**config.mk**
```make
export PLATFORM = sky130hd
export DESIGN_NAME = hopskip_unit
export DESIGN_NICKNAME = d
export VERILOG_FILES = /design/src/rtl/hopskip_pkg.sv /design/src/rtl/hopskip_elig.sv /design/src/rtl/hopskip_arb.sv /design/src/rtl/hopskip_stpath.sv /design/src/rtl/hopskip_unit.sv
export SDC_FILE = /design/constraint.sdc
export NUM_CORES = 1
export LEC_CHECK = 0
export BUFFER_PORTS_ARGS = -buffer_cell sky130_fd_sc_hd__buf_2
export CAP_MARGIN = 20
export CORE_AREA = 2 2 220 222
export CTS_CLUSTER_SIZE = 24
export DETAILED_ROUTE_END_ITERATION = 16
export DIE_AREA = 0 0 222 224
export PLACE_DENSITY_LB_ADDON = 0.05
export SYNTH_ARGS = -nofsm -noshare
export SYNTH_HDL_FRONTEND = slang
export SYNTH_HIERARCHICAL = 1
export SYNTH_SLANG_ARGS = --single-unit
```
**constraint.sdc**
```tcl
create_clock -name clk -period 2.5 [get_ports clk]
set_input_delay 0.25 -clock clk [delete_from_list [all_inputs] [get_ports clk]]
set_output_delay 0.25 -clock clk [all_outputs]
set_load 0.005 [all_outputs]
```
**src/rtl/hopskip_pkg.sv**
```systemverilog
package hopskip_pkg;
    localparam int NP = 5;
    localparam int PW = 3;

    typedef enum logic [PW-1:0] {
        P_LOC = 3'd0,
        P_NTH = 3'd1,
        P_STH = 3'd2,
        P_EST = 3'd3,
        P_WST = 3'd4
    } port_e;

    // Opposite port of a mesh direction; Local has none (returns 7).
    function automatic logic [PW-1:0] opp_of(input logic [PW-1:0] p);
        case (p)
            P_NTH:   opp_of = P_STH;
            P_STH:   opp_of = P_NTH;
            P_EST:   opp_of = P_WST;
            P_WST:   opp_of = P_EST;
            default: opp_of = 3'd7;
        endcase
    endfunction
endpackage

```
**src/rtl/hopskip_elig.sv**
```systemverilog
module hopskip_elig
    import hopskip_pkg::*;
#(
    parameter int IN_PORT  = 0,
    parameter int VC_W     = 2,
    parameter int DESIG_VC = 0
) (
    input  logic            vld_i,
    input  logic [PW-1:0]   route_i,
    input  logic [VC_W-1:0] vc_i,
    input  logic            vcq_empty_i,
    input  logic [NP-1:0]   claim_i,
    input  logic [NP-1:0]   credit_i,
    output logic [NP-1:0]   req_o,
    output logic            st_kind_o
);
    localparam logic [PW-1:0]   SELF = PW'(IN_PORT);
    localparam logic [VC_W-1:0] DV   = VC_W'(DESIG_VC);

    logic [7:0] claim_x, credit_x;
    logic       legal, straight, edge_hop, free;

    always_comb begin
        claim_x  = {3'b000, claim_i};
        credit_x = {3'b000, credit_i};
        legal    = (route_i <= 3'd4) && (route_i != SELF);
        straight = (route_i == opp_of(SELF));
        edge_hop = (SELF == P_LOC) || (route_i == P_LOC);
        free     = !claim_x[route_i] && credit_x[route_i];
        req_o    = '0;
        if (vld_i && legal && (straight || edge_hop) && free)
            req_o[route_i] = 1'b1;
        st_kind_o = straight && (vc_i == DV) && vcq_empty_i;
    end
endmodule

```
**src/rtl/hopskip_arb.sv**
```systemverilog
module hopskip_arb
    import hopskip_pkg::*;
#(
    parameter int OUT_PORT = 0
) (
    input  logic [NP-1:0] req_i,
    output logic [NP-1:0] gnt_o
);
    localparam logic [PW-1:0] SELF = PW'(OUT_PORT);

    // Straight candidate (the opposite input) first, then ascending port code.
    always_comb begin
        gnt_o = '0;
        if (SELF != P_LOC && req_i[3'(opp_of(SELF))]) begin
            gnt_o[3'(opp_of(SELF))] = 1'b1;
        end else begin
            for (int i = 0; i < NP; i++) begin
                if (req_i[i] && gnt_o == '0) gnt_o[i] = 1'b1;
            end
        end
    end
endmodule

```
**src/rtl/hopskip_stpath.sv**
```systemverilog
module hopskip_stpath
    import hopskip_pkg::*;
#(
    parameter int DATA_W = 32
) (
    input  logic                 clk,
    input  logic                 rst_n,
    input  logic [NP-1:0]        st_gnt_i,
    input  logic [NP*DATA_W-1:0] flit_i,
    output logic [NP-1:0]        vld_o,
    output logic [NP*DATA_W-1:0] flit_o
);
    typedef struct packed {
        logic [NP-1:0]        vld;
        logic [NP*DATA_W-1:0] flit;
    } stp_s;

    stp_s st_d, st_q;

    // Dedicated wires: input opp(o) to output o, none for Local.
    always_comb begin
        st_d = '0;
        for (int o = 1; o < NP; o++) begin
            if (st_gnt_i[int'(opp_of(3'(o)))]) begin
                st_d.vld[o] = 1'b1;
                st_d.flit[o*DATA_W +: DATA_W] =
                    flit_i[int'(opp_of(3'(o)))*DATA_W +: DATA_W];
            end
        end
    end

    always_ff @(negedge clk) begin
        if (!rst_n) st_q <= '0;
        else        st_q <= st_d;
    end

    assign vld_o  = st_q.vld;
    assign flit_o = st_q.flit;
endmodule

```
**src/rtl/hopskip_unit.sv**
```systemverilog
module hopskip_unit
    import hopskip_pkg::*;
#(
    parameter int DATA_W   = 32,
    parameter int VC_W     = 2,
    parameter int DESIG_VC = 0
) (
    input  logic                 clk,
    input  logic                 rst_n,
    input  logic [NP-1:0]        in_vld_i,
    input  logic [NP*PW-1:0]     in_route_i,
    input  logic [NP*VC_W-1:0]   in_vc_i,
    input  logic [NP-1:0]        in_vcq_empty_i,
    input  logic [NP*DATA_W-1:0] in_flit_i,
    input  logic [NP-1:0]        out_claim_i,
    input  logic [NP-1:0]        dn_credit_i,
    output logic [NP-1:0]        alloc_byp_o,
    output logic [NP-1:0]        st_byp_o,
    output logic [NP-1:0]        to_buf_o,
    output logic [NP-1:0]        xb_vld_o,
    output logic [NP*PW-1:0]     xb_src_o,
    output logic [NP*DATA_W-1:0] xb_flit_o,
    output logic [NP-1:0]        stp_vld_o,
    output logic [NP*DATA_W-1:0] stp_flit_o
);
    localparam logic [VC_W-1:0] DV = VC_W'(DESIG_VC);

    typedef struct packed {
        logic [NP-1:0]        vld;
        logic [NP*PW-1:0]     src;
        logic [NP*DATA_W-1:0] flit;
    } xb_s;

    logic [NP-1:0] req_m [NP];   // [input][output]
    logic [NP-1:0] col_m [NP];   // [output][input]
    logic [NP-1:0] gnt_m [NP];   // [output][input]
    logic [NP-1:0] st_kind;
    logic [NP-1:0] granted;
    logic [PW-1:0] rt_w  [NP];
    xb_s           xb_d, xb_q;

    for (genvar i = 0; i < NP; i++) begin : g_in
        assign rt_w[i] = in_route_i[i*PW +: PW];
        hopskip_elig #(
            .IN_PORT (i),
            .VC_W    (VC_W),
            .DESIG_VC(DESIG_VC)
        ) elig_i (
            .vld_i      (in_vld_i[i]),
            .route_i    (rt_w[i]),
            .vc_i       (in_vc_i[i*VC_W +: VC_W]),
            .vcq_empty_i(in_vcq_empty_i[i]),
            .claim_i    (out_claim_i),
            .credit_i   (dn_credit_i),
            .req_o      (req_m[i]),
            .st_kind_o  (st_kind[i])
        );
    end

    for (genvar o = 0; o < NP; o++) begin : g_out
        for (genvar i = 0; i < NP; i++) begin : g_tr
            assign col_m[o][i] = req_m[i][o];
        end
        hopskip_arb #(.OUT_PORT(o)) arb_i (
            .req_i(col_m[o]),
            .gnt_o(gnt_m[o])
        );
    end

    always_comb begin
        granted = '0;
        for (int o = 0; o < NP; o++) granted |= gnt_m[o];
        alloc_byp_o = granted & ~st_kind;
        st_byp_o    = granted & st_kind;
        to_buf_o    = in_vld_i & ~granted;
    end

    // Crossbar output register, rising edge.
    always_comb begin
        xb_d = '0;
        for (int o = 0; o < NP; o++) begin
            for (int i = 0; i < NP; i++) begin
                if (gnt_m[o][i] && !st_kind[i]) begin
                    xb_d.vld[o]                   = 1'b1;
                    xb_d.src[o*PW +: PW]          = PW'(i);
                    xb_d.flit[o*DATA_W +: DATA_W] = in_flit_i[i*DATA_W +: DATA_W];
                end
            end
        end
    end

    always_ff @(posedge clk) begin
        if (!rst_n) xb_q <= '0;
        else        xb_q <= xb_d;
    end

    assign xb_vld_o  = xb_q.vld;
    assign xb_src_o  = xb_q.src;
    assign xb_flit_o = xb_q.flit;

    hopskip_stpath #(.DATA_W(DATA_W)) stp_i (
        .clk     (clk),
        .rst_n   (rst_n),
        .st_gnt_i(st_byp_o),
        .flit_i  (in_flit_i),
        .vld_o   (stp_vld_o),
        .flit_o  (stp_flit_o)
    );

    logic [7:0] claim8, cred8, xbv8;
    assign claim8 = {3'b000, out_claim_i};
    assign cred8  = {3'b000, dn_credit_i};
    assign xbv8   = {3'b000, xb_vld_o};

    for (genvar i = 0; i < NP; i++) begin : g_ast_in
        AST_NO_TURN: assert property (@(posedge clk) disable iff (!rst_n)
            (alloc_byp_o[i] || st_byp_o[i]) |->
            (rt_w[i] == opp_of(PW'(i)) || i == 0 || rt_w[i] == P_LOC))
            else $error("turn bypassed");
        AST_OUT_FREE: assert property (@(posedge clk) disable iff (!rst_n)
            (alloc_byp_o[i] || st_byp_o[i]) |->
            (!claim8[rt_w[i]] && cred8[rt_w[i]]))
            else $error("bypass to busy output");
        AST_ST_HEAD: assert property (@(posedge clk) disable iff (!rst_n)
            st_byp_o[i] |->
            (i != 0 && in_vc_i[i*VC_W +: VC_W] == DV && in_vcq_empty_i[i]))
            else $error("bad switch bypass");
        AST_ONE_FATE: assert property (@(posedge clk) disable iff (!rst_n)
            in_vld_i[i] |-> $onehot({alloc_byp_o[i], st_byp_o[i], to_buf_o[i]}))
            else $error("fate not unique");
        AST_XB_NEXT: assert property (@(posedge clk) disable iff (!rst_n)
            alloc_byp_o[i] |=> xbv8[$past(rt_w[i])])
            else $error("crossbar register missing");
    end

    for (genvar o = 0; o < NP; o++) begin : g_ast_out
        AST_ONE_PER_OUT: assert property (@(posedge clk) disable iff (!rst_n)
            $onehot0(gnt_m[o]))
            else $error("two grants one output");
    end
endmodule

```
==> results.txt <==
The flow ran to the end, but the final reports show violations. The checks that failed: max-slew violations, negative setup slack. The final-report setup violation count is 164. The post-synthesis cell type count is 60.

The relative slew slack is -190%. The signed area change from the synthesized netlist to the final layout is 41.6%. The gate count after technology mapping is 1615. The adder-cell share of the synthesized area is 0%. The net switching component of the power came out at 4.22 mW. The antenna violation net count after detailed routing is 0. The chip height came out at 224 um. The number of primary I/O pins is 567. The transition time at the pin with the least slew margin is 4340 ps.

The routed length per placed instance is 26.7 um. The number of port buffers is 533. The worst setup path is captured at an output pin.

The placement row count is 80. IR analysis of the VDD net gives a maximum drop of 0.000391 V. The most frequent cell after synthesis is dfxtp_1. In this run, the clock network consumes 45.8% of the power.

In the post-synthesis netlist, the biggest area contributors are dfxtp_1 40%, a221oi_2 12%, o21ai_0 7.1%. The total power per unit cell area is 619 nW/um^2. The global-route congestion overflow total came out at 0. Subtracting the final worst setup slack from the clock period gives 2610 ps. The clock tree buffer depth is 3. The total instance count after detailed placement came out at 2704. Summing the areas of all and, or, nand and nor instances in the mapped netlist gives 17.0% of the synthesized area.

The final worst slack came out at -105 ps. The proportion of synthesized flip-flops having asynchronous set or reset is 0%. Net switching is 30.8% of the power. The number of max-cap violations came out at 0. During synthesis, Yosys emitted a total of 6 warnings. The critical path goes through buf_8 > buf_6 > mux2i_1 > o21ai_1 > a222oi_1 > buf_4 > nor2_4 > and2b_2 > or4_4 > nor2_4 > and2_4 > buf_6. By area, the combinational part of the netlist is dominated by compound AO/OA/AOI/OAI gates. The share of layout cells above drive strength 1 is 44.4%.

The initial detailed-routing violation count came out at 1415. The final-report hold violation count came out at 0. The via count of the first global-routing pass is 16700. The average cell area after synthesis is 9.67 um^2.

The final critical-path share of the clock period came out at 104%. The flip-flop and latch count after synthesis came out at 312. Among all flip-flop cells after synthesis, the most frequent one is dfxtp_1. The cell sitting at the root of the clock tree is a clkbuf_16. The length of the first detailed-routing pass in iterations is 5.

The required time reported for the critical path endpoint is 2250 ps. The per-cell via count in the routed design came out at 5.59. The post-detailed-route DRC marker count is 0. Setup repair after global routing could not meet its margin everywhere. The first global-routing pass estimated 113000 um of wire. The number of antenna violations at the first check in global routing is 2.

The critical path is of the input port to output pin type. The global-route total usage across every layer is 30.7%. The routed wire length is 78900 um. The internal power of the cells totals 9.48 mW. By count the netlist is led by 312 x dfxtp_1, 222 x o21ai_0, 133 x and3_1, 121 x a221oi_2, 96 x o22ai_1. The tree built by TritonCTS fans out to 312 sinks. After routing the design area is 22100 um^2.

The worst-path maximum fanout is 4. The post-synthesis compound-gate area fraction came out at 33.6%. The count of final max-slew check failures came out at 441. TritonCTS built the clock tree. The count of inserted antenna diode cells came out at 0. The pin count of the biggest net entering global routing is 68.

The post-layout total power came out at 13.7 mW. The H-tree depth is 2. The number of flops mapped to enable cells by yosys came out at 0. In this run, flip-flops and latches consume 38.4% of the power. STA puts the critical path data arrival time at 2360 ps.

The TritonCTS buffer count is 37. The area of the core is 47300 um^2. The leakage dissipation came out at 11.1 nW. The area share of the leading cell type in the synthesized netlist is 40.0%. The die is 222 um wide. The worst hold margin came out at 25.2 ps. The clock transition time at the flip-flop clock pins of the worst setup and hold paths is 70 ps.

The portion of synthesized area spent on multiplexers is 0.136%. The fraction of synthesized cell area in xor and xnor cells is 0%. The worst min-delay path class is input port to register. The overall die area came out at 49700 um^2. The critical path's largest stage delay is 520 ps. The initial cell density of the core is 33.0%. The highest attainable clock frequency came out at 384 MHz. The post-synth design cell area came out at 15600 um^2. The sequential element share of the synthesized area came out at 40.0%. The count of placed standard cells in the final layout, fillers left out came out at 2950.

The fraction of power consumed by combinational cells is 15.8%. The total half-perimeter wirelength after legalization and detailed placement came out at 51800 um. The total vias in the final route came out at 16500. Routability-driven placement finished with a final weighted congestion of 0.840.

On the critical path, the stage with the largest delay is an instance of or4_4. The worst setup timing slack at the placement stage came out at -1240 ps. The layout net count came out at 2514. Summed over all instances, the cell type with the most area after synthesis is dfxtp_1.

The worst setup path is launched from an input port. The cell area after placement came out at 19400 um^2.
[worst paths after layout]
check                 startpoint      endpoint  slack (ps)  cells past startpoint
hold / removal    in_flit_i[128]  xb_flit_o[0]          30                      3
setup / recovery  dn_credit_i[0]   to_buf_o[0]        -110                     12
[registers in the layout, indices dropped and copies added, names as in the netlist]
name          count
xb_vld_o          5
xb_src_o         15
stp_i/vld_o       4
xb_flit_o       160
stp_i/flit_o    128
[final cells by class]
class / count / area, um^2
flip-flops and latches: 312 / 6300
clock inverters: 154 / 687
fillers: 4639 / 25200
multi-input cells: 1100 / 8460
repair buffers: 688 / 4760
well taps: 615 / 769
clock buffers: 45 / 1010
inverters: 36 / 135
[per-layer routing]
metal	part of all wire, %	wire (um)	vias to the layer above	track usage [%]
li1	-	-	7352	-
met1	40	31700	7940	37.6
met2	46	36500	965	50.2
met3	8.9	7020	224	8.20
met4	4.6	3610	2	14.3
met5	0.016	13	-	0
[worst max-delay path: cells and delay by family]
family	cells	cell delay (ps)
muxes	1	120
AOI/OAI and AO/OA	2	430
buffers and inverters	4	490
and+or+nand+nor	5	1060
[placed cells by master, fill, tap and decap left out, types with 30 or more instances in the layout]
cell type,n
a21o_1,64
a221oi_1,36
a221oi_2,121
and3_1,118
buf_12,45
buf_2,496
buf_4,74
buf_6,39
clkbuf_16,39
conb_1,46
dfxtp_1,265
dfxtp_2,47
dlygate4sd3_1,30
inv_1,167
nand2_1,43
nand2b_1,51
nor2_1,51
nor2b_1,45
o21ai_0,222
o22ai_1,95
o22ai_2,31
o31ai_2,30
[stage by stage]
step	utilization [%]	setup TNS, ps
2_1_floorplan	-	-60840
3_3_place_gp	41.0	-121890
3_5_place_dp	41.0	-120530
4_1_cts	46.2	-5210
5_1_grt	46.7	-16860
6_report	46.7	-3130
[power by group through the flow]
stage          sequential, mW  combinational, mW  clock (mW)
3_5_place_dp             5.35               1.90       0.322
4_1_cts                  5.27               1.97        6.36
5_1_grt                  5.28               2.30        6.77
3_3_place_gp             5.36               1.88       0.322
6_report                 5.27               2.16        6.27
2_1_floorplan            5.37               1.05       0.322
[cell families after synthesis]
logic type      count (synthesis)
compound gates                626
buf+inv                       244
flops                         312
mux                             2
other cells                     6
simple gates                  425
[repair_timing]
item | CTS | global route
hold buffers | 30 | 0
resized for setup | 61 | 70
endpoints found under the setup margin | 254 | 268
cloned | 3 | 0
endpoints found under the hold margin | 30 | 0
setup buffers | 14 | 3
pin swaps | 8 | 3
Power figures use the tool's default switching activity.
